===== config.mk =====
export PLATFORM = sky130hd
export DESIGN_NAME = pp_dual_port
export DESIGN_NICKNAME = d
export VERILOG_FILES = /design/src/rtl/pp_pkg.sv /design/src/rtl/pp_bus_decode.sv /design/src/rtl/pp_sync.sv /design/src/rtl/pp_ctrl_port.sv /design/src/rtl/pp_data_port.sv /design/src/rtl/pp_dual_port.sv
export SDC_FILE = /design/constraint.sdc
export NUM_CORES = 1
export LEC_CHECK = 0
export BUFFER_PORTS_ARGS = -buffer_cell sky130_fd_sc_hd__buf_4
export CAP_MARGIN = 25
export CORE_MARGIN = 2
export CORE_UTILIZATION = 50
export CTS_BUF_LIST = sky130_fd_sc_hd__clkbuf_8
export DETAILED_ROUTE_END_ITERATION = 8
export GPL_TIMING_DRIVEN = 0
export PLACE_DENSITY = 0.95
export SYNTH_ARGS = -nofsm -noshare
export SYNTH_HDL_FRONTEND = slang
export SYNTH_SLANG_ARGS = --single-unit

===== constraint.sdc =====
create_clock -name clk -period 3.5 [get_ports clk]
set_clock_uncertainty 0.05 [all_clocks]
set_input_delay 0.7 -clock clk [delete_from_list [all_inputs] [get_ports clk]]
set_output_delay 0.7 -clock clk [all_outputs]
set_load 0.03 [all_outputs]

===== src/rtl/pp_pkg.sv =====
package pp_pkg;
  // control-latch bit positions; the data port and the display decode these
  localparam int CB_DISP_EN = 0;
  localparam int CB_DISP_RS = 1;
  localparam int CB_DIR_OUT = 2;
  localparam int CB_LED_ON  = 4;
  localparam logic [7:0] CTRL_MASK = 8'h17;

  typedef enum logic [1:0] {
    SEL_NONE = 2'd0,
    SEL_DATA = 2'd1,
    SEL_CTRL = 2'd2
  } sel_e;

  // keep only implemented control bits
  function automatic logic [7:0] ctrl_keep(input logic [7:0] d);
    return d & CTRL_MASK;
  endfunction

  // gated LED drive
  function automatic logic [7:0] led_gate(input logic en, input logic [7:0] d);
    return en ? d : 8'h00;
  endfunction
endpackage


===== src/rtl/pp_bus_decode.sv =====
module pp_bus_decode
  import pp_pkg::*;
#(
  parameter int ADDR_W   = 8,
  parameter int DATA_OFS = 0,
  parameter int CTRL_OFS = 4
) (
  input  logic [ADDR_W-1:0] addr,
  input  logic              wr,
  input  logic              rd,
  output sel_e              sel,
  output logic              wr_data,
  output logic              wr_ctrl,
  output logic              rd_any
);
  localparam logic [ADDR_W-1:0] A_DATA = ADDR_W'(DATA_OFS);
  localparam logic [ADDR_W-1:0] A_CTRL = ADDR_W'(CTRL_OFS);

  always_comb begin
    if (addr == A_DATA)      sel = SEL_DATA;
    else if (addr == A_CTRL) sel = SEL_CTRL;
    else                     sel = SEL_NONE;
  end

  assign wr_data = wr && (sel == SEL_DATA);
  assign wr_ctrl = wr && (sel == SEL_CTRL);
  assign rd_any  = rd;
endmodule


===== src/rtl/pp_sync.sv =====
module pp_sync #(
  parameter int W      = 8,
  parameter int STAGES = 2
) (
  input  logic         clk,
  input  logic         rst_n,
  input  logic [W-1:0] d,
  output logic [W-1:0] q
);
  logic [W-1:0] stg [STAGES];

  genvar i;
  generate
    for (i = 0; i < STAGES; i++) begin : g_stage
      always_ff @(posedge clk or negedge rst_n) begin
        if (!rst_n) stg[i] <= '0;
        else if (i == 0) stg[i] <= d;
        else stg[i] <= stg[(i == 0) ? 0 : i-1];
      end
    end
  endgenerate

  assign q = stg[STAGES-1];
endmodule


===== src/rtl/pp_ctrl_port.sv =====
module pp_ctrl_port
  import pp_pkg::*;
(
  input  logic       clk,
  input  logic       rst_n,
  input  logic       we,
  input  logic [7:0] wdata,
  output logic [7:0] ctrl,
  output logic       dir_out,
  output logic       led_on,
  output logic       disp_rs,
  output logic       disp_en
);
  always_ff @(posedge clk or negedge rst_n) begin
    if (!rst_n)  ctrl <= 8'h00;
    else if (we) ctrl <= ctrl_keep(wdata);
  end

  assign dir_out = ctrl[CB_DIR_OUT];
  assign led_on  = ctrl[CB_LED_ON];
  assign disp_rs = ctrl[CB_DISP_RS];
  assign disp_en = ctrl[CB_DISP_EN];
endmodule


===== src/rtl/pp_data_port.sv =====
module pp_data_port
  import pp_pkg::*;
#(
  parameter int W = 8
) (
  input  logic         clk,
  input  logic         rst_n,
  input  logic         we,
  input  logic [W-1:0] wdata,
  input  logic         dir_out,
  input  logic         led_on,
  input  logic [W-1:0] pins_sync,
  output logic [W-1:0] latch,
  output logic [W-1:0] oe,
  output logic [W-1:0] led,
  output logic [W-1:0] rd_val
);
  always_ff @(posedge clk or negedge rst_n) begin
    if (!rst_n)  latch <= '0;
    else if (we) latch <= wdata;
  end

  assign oe     = {W{dir_out}};
  assign led    = led_gate(led_on, latch);
  assign rd_val = dir_out ? latch : pins_sync;
endmodule


===== src/rtl/pp_dual_port.sv =====
module pp_dual_port
  import pp_pkg::*;
#(
  parameter int ADDR_W      = 8,
  parameter int DATA_OFS    = 0,
  parameter int CTRL_OFS    = 4,
  parameter int SYNC_STAGES = 2
) (
  input  logic              clk,
  input  logic              rst_n,
  input  logic [ADDR_W-1:0] bus_addr,
  input  logic              bus_wr,
  input  logic [7:0]        bus_wdata,
  input  logic              bus_rd,
  output logic [7:0]        bus_rdata,
  input  logic [7:0]        pa_in,
  output logic [7:0]        pa_out,
  output logic [7:0]        pa_oe,
  output logic [7:0]        led,
  output logic              disp_rs,
  output logic              disp_en
);
  sel_e       sel;
  logic       wr_data_evt, wr_ctrl_evt, rd_evt;
  logic [7:0] ctrl_q, pins_q, data_rd;
  logic       dir_out, led_on;

  pp_bus_decode #(.ADDR_W(ADDR_W), .DATA_OFS(DATA_OFS), .CTRL_OFS(CTRL_OFS)) u_dec (
    .addr(bus_addr), .wr(bus_wr), .rd(bus_rd), .sel(sel),
    .wr_data(wr_data_evt), .wr_ctrl(wr_ctrl_evt), .rd_any(rd_evt)
  );

  pp_sync #(.W(8), .STAGES(SYNC_STAGES)) u_sync (
    .clk(clk), .rst_n(rst_n), .d(pa_in), .q(pins_q)
  );

  pp_ctrl_port u_ctrl (
    .clk(clk), .rst_n(rst_n), .we(wr_ctrl_evt), .wdata(bus_wdata),
    .ctrl(ctrl_q), .dir_out(dir_out), .led_on(led_on),
    .disp_rs(disp_rs), .disp_en(disp_en)
  );

  pp_data_port #(.W(8)) u_data (
    .clk(clk), .rst_n(rst_n), .we(wr_data_evt), .wdata(bus_wdata),
    .dir_out(dir_out), .led_on(led_on), .pins_sync(pins_q),
    .latch(pa_out), .oe(pa_oe), .led(led), .rd_val(data_rd)
  );

  always_comb begin
    bus_rdata = 8'h00;
    if (rd_evt) begin
      unique case (sel)
        SEL_DATA: bus_rdata = data_rd;
        SEL_CTRL: bus_rdata = ctrl_q;
        default:  bus_rdata = 8'h00;
      endcase
    end
  end
endmodule


* Word level (Yosys, flattened, before mapping) *
Cells that the tools add are included.

word-level totals
  register bits after elaboration = 28
  input port bits = 28
  output and inout bits = 34
  logic and storage cells = 16

operators by class
  eq/ne operators = 3
  muxes and demuxes = 6
  reductions and logical operators = 3

operators with widths
  kind                                                             number
  8-bit two-way mux                                                3
  8-bit one-hot mux with 2 select lines                            1
  8-bit by 3-bit == test with 1-bit output, second input constant  1
  8-bit zero test                                                  1
  2-bit two-way mux                                                2
  2-bit by 1-bit == test with 1-bit output, second input constant  1
  2-bit == test, second input constant                             1
  1-bit logical AND                                                2

* Longest topological paths before layout *
Gate-level depths: netlist of the first run.

  depth after elaboration = 6
  gate-level depth with buffers = 4
  gate-level depth less buffers = 3

* Modules after synthesis *
A second synthesis of the first run with hierarchy kept.

second synthesis, totals
  cell total of the unflattened synthesis = 117
  area, all modules = 1541.5 um2

modules (own cells, without submodules)
  module         instances  cells each  area each (um2)  sequential area each (um2)
  pp_data_port   1          42          573.0            200.2
  pp_sync        1          24          460.4            400.4
  pp_dual_port   1          24          230.2            0.0
  pp_ctrl_port   1          17          209.0            100.1
  pp_bus_decode  1          10          68.8             0.0

* Worst setup path before layout of the first run *
No wires, ideal clock.

  path kind = input port to output port
  from = input bus_addr[5]
  to = output bus_rdata[6]
  data arrival time = 2.213 ns
  required time = 2.750 ns
  path slack = 0.537 ns
  stages = 3
  buffers on the path = 0
  path through = nor4_4 -> nand2_1 -> nor4b_1

between the ends
  word-level cells in the longest chain between the ends = 6
  elaborated cells between the ends (all ways) = 8
  those cells by class = 3 x eq/ne; 4 x mux; 1 x reduce/logical

ends and longest elaborated chain
  what                                                                              line                 source
  start, declared                                                                   pp_dual_port.sv:11   input logic [ADDR_W-1:0] bus_addr,
  8-bit by 3-bit == test with 1-bit output                                          pp_bus_decode.sv:21  else if (addr == A_CTRL) sel = SEL_CTRL;
  2-bit two-way mux                                                                 pp_bus_decode.sv:21
  2-bit two-way mux *                                                               pp_bus_decode.sv:20  if (addr == A_DATA) sel = SEL_DATA;
  2-bit == test / 2-bit by 1-bit == test with 1-bit output (equally long branches)  pp_dual_port.sv:52   unique case (sel)
  8-bit one-hot mux with 2 select lines *                                           pp_dual_port.sv:52
  8-bit two-way mux *                                                               pp_dual_port.sv:51   if (rd_evt) begin
  end, declared                                                                     pp_dual_port.sv:15   output logic [7:0] bus_rdata,

Every way passes the cells marked *; elsewhere a longest branch is shown, timed or not.

* Worst setup path in the final report of the first run *
  from = input bus_addr[5]
  to = output bus_rdata[2]

Same word-level chain as after synthesis.

==> results.ini, run 1 <==
[power_and_ir_drop]
cellLeakagePower_uw = 0.000926
power_switching_uw = 148
intPower_uw = 490
power_frac_comb_pct = 15.5
clkPwrFrac_pct = 29.7
ir_drop_v = 0.000594
switching_share_pct = 23.2
powerDensity_mw_per_mm2 = 367
seq_power_share_pct = 54.7

[cts]
cts_buffers = 3
clockBufferDepth = 2
numClockSinks = 28
cts_hold_buf = 0
clk_pin_slew_worst_paths_ns = 0.09
cts_setup_buffers = 0
cts_tree = yes
cts-root-buf = clkbuf_8
cts_resized = 0
clk_latency_ns = 0.26
cts-htree-levels = 1

[synth]
synth_area_leaders = dfrtp_1 58%, mux2_2 14%, mux2i_1 5.8%
ys_warn_count = 0
syn_inst = 85
syn_area_mm2 = 0.00120
ys_ff_latch = 28
synth_seq_area_share_pct = 58.5
synth_largest_area_cell = dfrtp_1
ys_types = 19
synth.avg_cell_area_um2 = 14.1
synth_nets = 113
yosys.area.top_type_share_pct = 58.5

[global_route]
grt_max_degree = 29
grt_pass1_vias = 852
grt_overflow = 0
grt_pass1_wl_um = 3880
track_usage_pct = 18.5
grt_antenna_before_repair = 0

[detailed_routing]
antenna_left = 0
vias = 873
vias_per_cell = 4.93
highest_layer = met3
drt-met1-wl_um = 970
wl_met3_um = 163
drtIter0Drc = 3
wl_per_cell_um = 13.7
drc = 0
wl_um = 2420
dr_wl_met2_um = 1290
drtPass1Iterations = 2

[finish]
layout_commonest_cell = buf_4
antennaDiodeCount = 0
final_cell_area_mm2 = 0.00174
nets = 178
final.fill_count = 150
layout_common_cells = 68 x buf_4, 28 x dfrtp_1, 15 x mux2_2
drive_gt1_share_pct = 62.4
final_util_pct = 77.9
syn2layout_area_growth_pct = 45.1
finalNonFillerCells = 177

[placed_design]
gp_congestion = 0.721
hpwlAfterDp_um = 1930
post-place-cells = 173
placed_cell_area_mm2 = 0.00168
numPortBuffers = 60

[timing]
fin_crit_sh_pct = 74.9
finalSetupViolations = 0
hold_viol_final = 0
worst_pin_slew_ns = 0.418
finalSetupTns_ns = 0
maxSlewHeadroom_pct = 72.1
timing.fmax_mhz = 381
rsz0062_at_grt = no
finalMaxSlewViolations = 0
timing.hold.ws_ns = 0.282
post-route-min-period_ns = 2.62

[setup_path]
path_delay_family = simple AND/OR/NAND/NOR gates
critPathKind = in -> out
worstPathArrival_ns = 1.87
worst_path_most_repeated_cell = buf_4
worst_setup_path_end_kind = primary output
reg2reg_from = u_ctrl.ctrl[2]
critPathMaxFanout = 5
cp_data_required_time_ns = 2.75
start_kind = input port
critPathBufInv = 2
worst_path_max_delay_cell = nor4_4
path_cells = buf_4, nor4_4, nand3_1, a21oi_1, buf_4
cpPeakStageDelay_ns = 0.43
critical_path.startpoint = bus_addr[5]

[floorplanning]
start_util_pct = 53.7
dieWidth_um = 53.0
floorplan.core_area_mm2 = 0.00223
die_area_mm2 = 0.00280
io_pins = 62
die_h_um = 53.0
row_count = 17

[status]
run_status = complete, no violations

[min_path]
hp-class = in -> async

[flow_run]
cap_violations = 0

==> power groups by stage <==
| stage | registers, uW | clock network (uW) | logic [uW] |
|---|---|---|---|
| after floorplan | 364 | 0 | 38.1 |
| after global placement | 354 | 0 | 98.1 |
| after detailed placement | 356 | 0 | 100 |
| after CTS | 349 | 192 | 100 |
| after global routing | 351 | 205 | 107 |
| final | 349 | 190 | 99.0 |
==> logic make-up (layout without fill, tap and decap cells) <==
family                 after synthesis  after routing  synth area share [%]
DFF                                 28             28                  58.5
and+or+nand+nor                     23             23                  15.0
muxes                               22             22                  19.9
buffers and inverters               10             74                  5.74
AOI/OAI and AO/OA                    2              2                 0.834
==> sequential cells by signal (all words and copies together), names as in the netlist <==
| name | flops |
|---|---|
| u_data.latch | 8 |
| u_sync.q | 8 |
| u_sync.stg | 8 |
| u_ctrl.ctrl | 4 |
==> metrics by stage <==
stage | total power [uW] | worst slack [ns]
2_1_floorplan | 402 | 0.537
3_3_place_gp | 452 | 0.906
3_5_place_dp | 456 | 0.891
4_1_cts | 642 | 0.882
5_1_grt | 663 | 0.799
6_report | 638 | 0.877
==> metal layers <==
metal | vias to the layer above | track usage, %
met1 | 425 | 25.6
met2 | 34 | 33.1
met5 | - | 0
li1 | 414 | -
met3 | 0 | 1.69
met4 | 0 | 1.28
==> cell usage after synthesis <==
cell      instances
a21oi_1           1
and2_1            8
and4_4            1
buf_2             1
buf_4             8
clkbuf_1          1
dfrtp_1          28
mux2_2           15
mux2i_1           7
nand2_1           1
nand3_1           1
nand4b_1          1
nand4b_4          1
nor2_1            6
nor3_4            1
nor4_4            1
nor4b_1           1
o21ai_0           1
or3b_2            1
==> worst paths after layout <==
kind / cells past startpoint / slack (ns) / end
max: 5 / 0.88 / bus_rdata[2]
min reg2reg: 0 / 0.30 / u_sync.q[4]
max reg2reg: 2 / 2.35 / u_ctrl.ctrl[2]
min: 1 / 0.28 / u_sync.stg[11]
max in group asynchronous: 1 / 2.85 / u_ctrl.ctrl[2]
min in group clk: 0 / 0.30 / u_sync.q[4]
==> final cells by class <==
cell class | count | area (um^2) | area share, %
sequential | 28 | 701 | 40.3
timing repair buffer | 60 | 450 | 25.9
multi-input combinational | 47 | 429 | 24.7
buffer | 10 | 68.8 | 3.96
clock buffer | 4 | 55.1 | 3.17
tap | 28 | 35.0 | 2.01
(Power assumes the default switching activity.)
==> run 2, diff against run 1 <==
CORE_UTILIZATION = 46   (was 50)
PLACE_DENSITY = 0.91   (was 0.95)
clock period = 2.6 ns   (was 3.5 ns; I/O delays follow)
==> run 2 against run 1 <==
Against the previous run: register-to-register slack worse by 0.89 ns; first-iteration DRC count is 33% higher; sequential power is 35% higher; final cell count is 0.56% higher; clock power is 16% higher; worst setup slack worse by 0.64 ns; largest cell class unchanged.
==> results.ini, run 2 (synthesis results as in run 1) <==
[setup_path]
crit_end = bus_rdata[2]
r2r_slack_ns = 1.46  ; -0.89 ns
r2r_end = u_ctrl.ctrl[2]
critPathMaxFanout = 10  ; +5
cp_data_required_time_ns = 2.03  ; -0.72 ns
worstPathArrival_ns = 1.79  ; -0.08 ns
reg2reg_from = u_ctrl.ctrl[2]
reg2reg_depth = 2  ; unchanged
start_kind = flip-flop
critical_path.startpoint = u_ctrl.ctrl[2]
critPathKind = reg -> out
worst_setup_path_end_kind = primary output

[cts]
cts-root-buf = clkbuf_8
clk_pin_slew_worst_paths_ns = 0.08  ; about the same
cts-htree-levels = 1  ; unchanged
cts_hold_buf = 0  ; unchanged
cts_tree = yes
clk_latency_ns = 0.26  ; about the same
cts_setup_buffers = 0  ; unchanged
clockBufferDepth = 2  ; unchanged
cts_buffers = 3  ; unchanged
numClockSinks = 28  ; unchanged
cts_resized = 0  ; unchanged

[global_route]
grt_pass1_wl_um = 3840  ; -1.1%
grt_max_degree = 29  ; unchanged
track_usage_pct = 18.2  ; -0.30 points
grt_antenna_before_repair = 0  ; unchanged
grt_pass1_vias = 887  ; +4.1%
grt_overflow = 0  ; unchanged

[placed_design]
numPortBuffers = 60  ; unchanged
gp_congestion = 0.706  ; -2.1%
placed_cell_area_mm2 = 0.00169  ; +0.52%
hpwlAfterDp_um = 1970  ; +2.4%

[finish]
layout_common_cells = 68 x buf_4, 28 x dfrtp_1, 15 x mux2_2
layout_commonest_cell = buf_4
drive_gt1_share_pct = 62.8  ; +0.42 points
antennaDiodeCount = 0  ; unchanged
nets = 178  ; unchanged
final_cell_area_mm2 = 0.00173  ; -0.29%
final_util_pct = 70.0  ; -7.9 points
syn2layout_area_growth_pct = 44.7

[timing]
fin_crit_sh_pct = 90.9
hold_viol_final = 0  ; unchanged
rsz0062_at_grt = no
finalSetupTns_ns = 0  ; unchanged
finalMaxSlewViolations = 0  ; unchanged
finalSetupViolations = 0  ; unchanged
timing.fmax_mhz = 423
worst_pin_slew_ns = 0.463  ; +0.0444 ns
post-route-min-period_ns = 2.36
maxSlewHeadroom_pct = 69.1  ; -3.0 points

[floorplanning]
die_h_um = 55.0  ; +3.9%
floorplan.core_area_mm2 = 0.00248  ; +11%
io_pins = 62  ; unchanged
start_util_pct = 48.4  ; -5.3 points
row_count = 18  ; +1
die_area_mm2 = 0.00303  ; +8.0%
dieWidth_um = 55.0  ; +3.9%

[detailed_routing]
wl_per_cell_um = 14.1  ; +3.0%
drtPass1Iterations = 3  ; +1
drc = 0  ; unchanged
vias = 877  ; +0.46%
antenna_left = 0  ; unchanged
wl_um = 2510  ; +3.6%
drtIter0Drc = 4  ; +1
vias_per_cell = 4.93  ; -0.11%

[min_path]
hp-class = in -> async

[power_and_ir_drop]
powerDensity_mw_per_mm2 = 475  ; +30%
ir_drop_v = 0.000437  ; -26%
cellLeakagePower_uw = 0.000919  ; -0.66%

[status]
run_status = complete, no violations

[flow_run]
cap_violations = 0  ; unchanged

-- run 2: cell count changes in the layout (fill, tap and decap cells not counted), sizes merged --
cell / previous run / this run
clkbuf: 5 / 4
-- run 2: layer usage --
layer	share of wire, %	wire, um	track usage, %
met5	0	0	0
met1	38	947	21.3
met3	8.8	220	3.76
met2	52	1300	32.9
met4	1.4	35	6.50
-- run 2: how the worst min path moves through the flow --
stage,to,depth (start not counted),startpoint,slack (ns)
CTS,u_ctrl.ctrl[4],1,rst_n,0.11
global placement,u_sync.q[1],0,u_sync.stg[9],0.28
global route,u_ctrl.ctrl[4],1,rst_n,0.12
detailed placement,u_sync.q[1],0,u_sync.stg[9],0.28
floorplan,u_ctrl.ctrl[0],0,rst_n,0.17
finish,u_ctrl.ctrl[4],1,rst_n,0.10
-- run 2: per-stage QoR --
| step | setup WS, ns | hold slack [ns] | total power [uW] | std cells |
|---|---|---|---|---|
| 2_1_floorplan | 0.342 | 0.174 | 542 | 85 |
| 3_3_place_gp | 0.372 | 0.283 | 610 | 175 |
| 3_5_place_dp | 0.345 | 0.285 | 615 | 175 |
| 4_1_cts | 0.222 | 0.109 | 833 | 178 |
| 5_1_grt | 0.107 | 0.117 | 861 | 178 |
| 6_report | 0.237 | 0.102 | 824 | 178 |
-- run 2: area by class of cell --
class,count,area [um^2]
plain buffers,10,68.8
multi-input cells,47,435
repair buffers,60,450
fillers,183,743
well taps,30,37.5
clock buffers,3,41.3
flip-flops and latches,28,701
-- run 2: worst max-delay path, cell delays in order, from the launching register on --
cell     delay [ns]
dfrtp_1        0.46
buf_2          0.24
or3b_2         0.49
a21oi_1        0.15
buf_4          0.18
-- run 2: power by group --
| group | internal [uW] | leakage (uW) | switching (uW) |
|---|---|---|---|
| logic | 68.1 | 0.000546 | 65.8 |
| clock network | 104 | 0.0000216 | 116 |
| registers | 456 | 0.000352 | 14.1 |
| total | 628 | 0.000919 | 196 |
==> run 3, diff against run 2 <==
CORE_UTILIZATION = 50   (was 46)
PLACE_DENSITY = 0.92   (was 0.91)
SYNTH_HIERARCHICAL = 1   (was unset)
==> run 3 against run 2 <==
Against the previous run: die area up 17%; register-to-register slack better by 0.16 ns; global-route usage down 0.56 points; the run now ends with setup timing left; critical path depth grew 3; sequential power barely moved; sequential share of layout area down 8.6 points; first-iteration DRC count increased to 4.0 times the previous value; maximum frequency fell by 14%; worst setup slack worse by 0.37 ns; core utilization is 3.4 points higher; largest power group unchanged.
==> results.ini, run 3 <==
[status]
run_status = finished with violations
violations = setup timing

[detailed_routing]
vias = 1006  ; +15%
antenna_left = 0  ; unchanged
wl_per_cell_um = 13.6  ; -3.6%
vias_per_cell = 4.64  ; -5.9%
drtPass1Iterations = 2  ; -1
wl_um = 2950  ; +18%
drc = 0  ; unchanged
drtIter0Drc = 16  ; +12

[cts]
clk_latency_ns = 0.26  ; about the same
clk_pin_slew_worst_paths_ns = 0.08  ; about the same
clockBufferDepth = 2  ; unchanged
cts-root-buf = clkbuf_8
cts_buffers = 3  ; unchanged
cts_hold_buf = 0  ; unchanged
cts_tree = yes
numClockSinks = 28  ; unchanged
cts-htree-levels = 1  ; unchanged

[synth]
synth.avg_cell_area_um2 = 13.2  ; -6.6%
synth_seq_area_share_pct = 45.5  ; -13 points
syn_inst = 117  ; +38%
synth_ff_type = dfrtp_1
synth_edf_count = 0  ; unchanged
synth_largest_area_cell = dfrtp_1
synth_area_leaders = dfrtp_1 45%, mux2_4 16%, buf_4 12%
ys_warn_count = 6  ; +6
async_flop_share_pct = 100  ; unchanged
ys_ff_latch = 28  ; unchanged
yosys.area.top_type_share_pct = 45.5  ; -13 points
synth.most_common_cell = dfrtp_1
syn_area_mm2 = 0.00154  ; +29%
ys_top_cells_by_count = 28 x dfrtp_1, 25 x buf_4, 16 x mux2_4
ys_types = 19  ; unchanged

[setup_path]
reg2reg_from = u_ctrl/ctrl[2]
cp_data_required_time_ns = 2.03  ; about the same
worstPathArrival_ns = 2.17  ; +0.38 ns
critical_path.startpoint = bus_addr[6]
crit_end = bus_rdata[1]
r2r_slack_ns = 1.62  ; +0.16 ns
r2r_end = u_ctrl/ctrl[2]
reg2reg_depth = 1  ; -1
start_kind = input port
critPathMaxFanout = 8  ; -2
worst_setup_path_end_kind = primary output
critPathKind = in -> out

[placed_design]
placed_cell_area_mm2 = 0.00209  ; +23%
hpwlAfterDp_um = 2380  ; +20%
numPortBuffers = 60  ; unchanged
gp_congestion = 0.757  ; +7.2%

[timing]
rsz0062_at_grt = yes
fin_crit_sh_pct = 105  ; +14 points
worst_pin_slew_ns = 0.576  ; +0.113 ns
post-route-min-period_ns = 2.74  ; +0.374 ns
timing.final.ws_setup_ns = -0.137  ; -0.374 ns
finalMaxSlewViolations = 0  ; unchanged
maxSlewHeadroom_pct = 61.3  ; -7.8 points
finalSetupViolations = 8  ; +8
timing.fmax_mhz = 365  ; -14%
hold_viol_final = 0  ; unchanged
finalSetupTns_ns = -1.02  ; -1.02 ns

[power_and_ir_drop]
intPower_uw = 686  ; +9.1%
seq_power_share_pct = 53.2  ; -3.9 points
cellLeakagePower_uw = 0.00108  ; +18%
ir_drop_v = 0.000489  ; +12%
powerDensity_mw_per_mm2 = 403  ; -15%
power_switching_uw = 202  ; +3.0%
switching_share_pct = 22.8  ; -1.0 points
clkPwrFrac_pct = 28.1  ; +1.4 points
power_frac_comb_pct = 18.7  ; +2.5 points

[min_path]
hp-class = in -> async

[floorplanning]
floorplan.core_area_mm2 = 0.00300  ; +21%
dieWidth_um = 59.5  ; +8.1%
die_area_mm2 = 0.00354  ; +17%
io_pins = 62  ; unchanged
die_h_um = 59.5  ; +8.1%
row_count = 20  ; +2
start_util_pct = 51.3  ; +2.9 points

[finish]
final_cell_area_mm2 = 0.00220  ; +27%
drive_gt1_share_pct = 75.0  ; +12 points
antennaDiodeCount = 0  ; unchanged
syn2layout_area_growth_pct = 43.0
nets = 215  ; +21%
layout_common_cells = 77 x buf_4, 28 x dfrtp_1, 16 x mux2_4
layout_commonest_cell = buf_4

[global_route]
track_usage_pct = 17.7  ; -0.56 points
grt_antenna_before_repair = 0  ; unchanged
grt_max_degree = 29  ; unchanged
grt_pass1_vias = 1020  ; +15%
grt_pass1_wl_um = 4700  ; +22%
grt_overflow = 0  ; unchanged

[flow_run]
cap_violations = 0  ; unchanged

==> run 3: cell count changes after synthesis, moves of 3 or more <==
| cell | delta |
|---|---|
| buf_4 | +17 |
| mux2_4 | +16 |
| mux2_2 | -11 |
| a22oi_2 | +8 |
| nor2_2 | +8 |
| mux2i_1 | -7 |
| buf_6 | +5 |
| nor2_1 | -5 |
| inv_1 | +3 |
==> run 3: what timing repair did <==
action | 4_1_cts | 5_1_grt
cloned | 0 | 0
pin swaps | 11 | 3
setup buffers | 2 | 0
resized for setup | 15 | 1
setup endpoints to repair | 8 | 8
==> run 3: worst min-delay path by stage <==
stage,startpoint,endpoint,slack (ns)
after detailed placement,u_sync/stg[13],u_sync/q[5],0.29
final,rst_n,u_sync/stg[15],0.10
after global placement,u_sync/stg[12],u_sync/q[4],0.28
after floorplan,rst_n,u_ctrl/ctrl[0],0.17
after CTS,rst_n,u_sync/stg[15],0.11
after global routing,rst_n,u_data/latch[3],0.12
==> run 3: kinds of logic after synthesis <==
family	after synthesis	share of synthesized area, %
compound gates	8	6.49
fa+ha+maj	2	1.62
buf+inv	33	16.6
flops	28	45.5
mux	20	18.5
other cells	1	0.243
simple gates	25	11.1
==> run 3: critical path, cell delays in order <==
cell	delay (ns)
buf_6	0.09
or4_4	0.57
nor3_4	0.20
ha_1	0.26
nand2b_4	0.25
nor2_4	0.14
buf_6	0.14
==> run 3: layout make-up <==
type / count / area, um^2
Buffer: 28 / 221
Clock buffer: 4 / 55.1
Fill cell: 199 / 798
Inverter: 3 / 11.3
Multi-Input combinational cell: 59 / 672
Sequential cell: 28 / 701
Tap cell: 33 / 41.3
Timing Repair Buffer: 62 / 503
==> run 3: power by group through the flow <==
stage	Sequential (uW)	Clock, uW	Combinational, uW
final	472	250	166
after global routing	475	279	177
after CTS	473	256	167
after detailed placement	481	0	164
after global placement	479	0	159
after floorplan	491	0	81.7
==> run 3: routing by layer <==
metal / vias up / track usage, % / part of all wire (%)
li1: 494 / - / -
met4: 0 / 2.86 / 0
met3: 0 / 1.31 / 2.9
met1: 488 / 22.6 / 39
met5: - / 0 / 0
met2: 24 / 33.1 / 58
==> run 3: metrics by stage <==
step	instances	hold slack, ns	setup WS, ns	utilization (%)	total power [uW]
finish	217	0.104	-0.137	73.4	888
global route	217	0.116	-0.197	73.4	931
CTS	217	0.109	-0.159	73.3	896
detailed placement	213	0.288	-0.242	69.6	645
global placement	213	0.283	-0.189	69.6	638
floorplan	120	0.174	0.0106	-	573
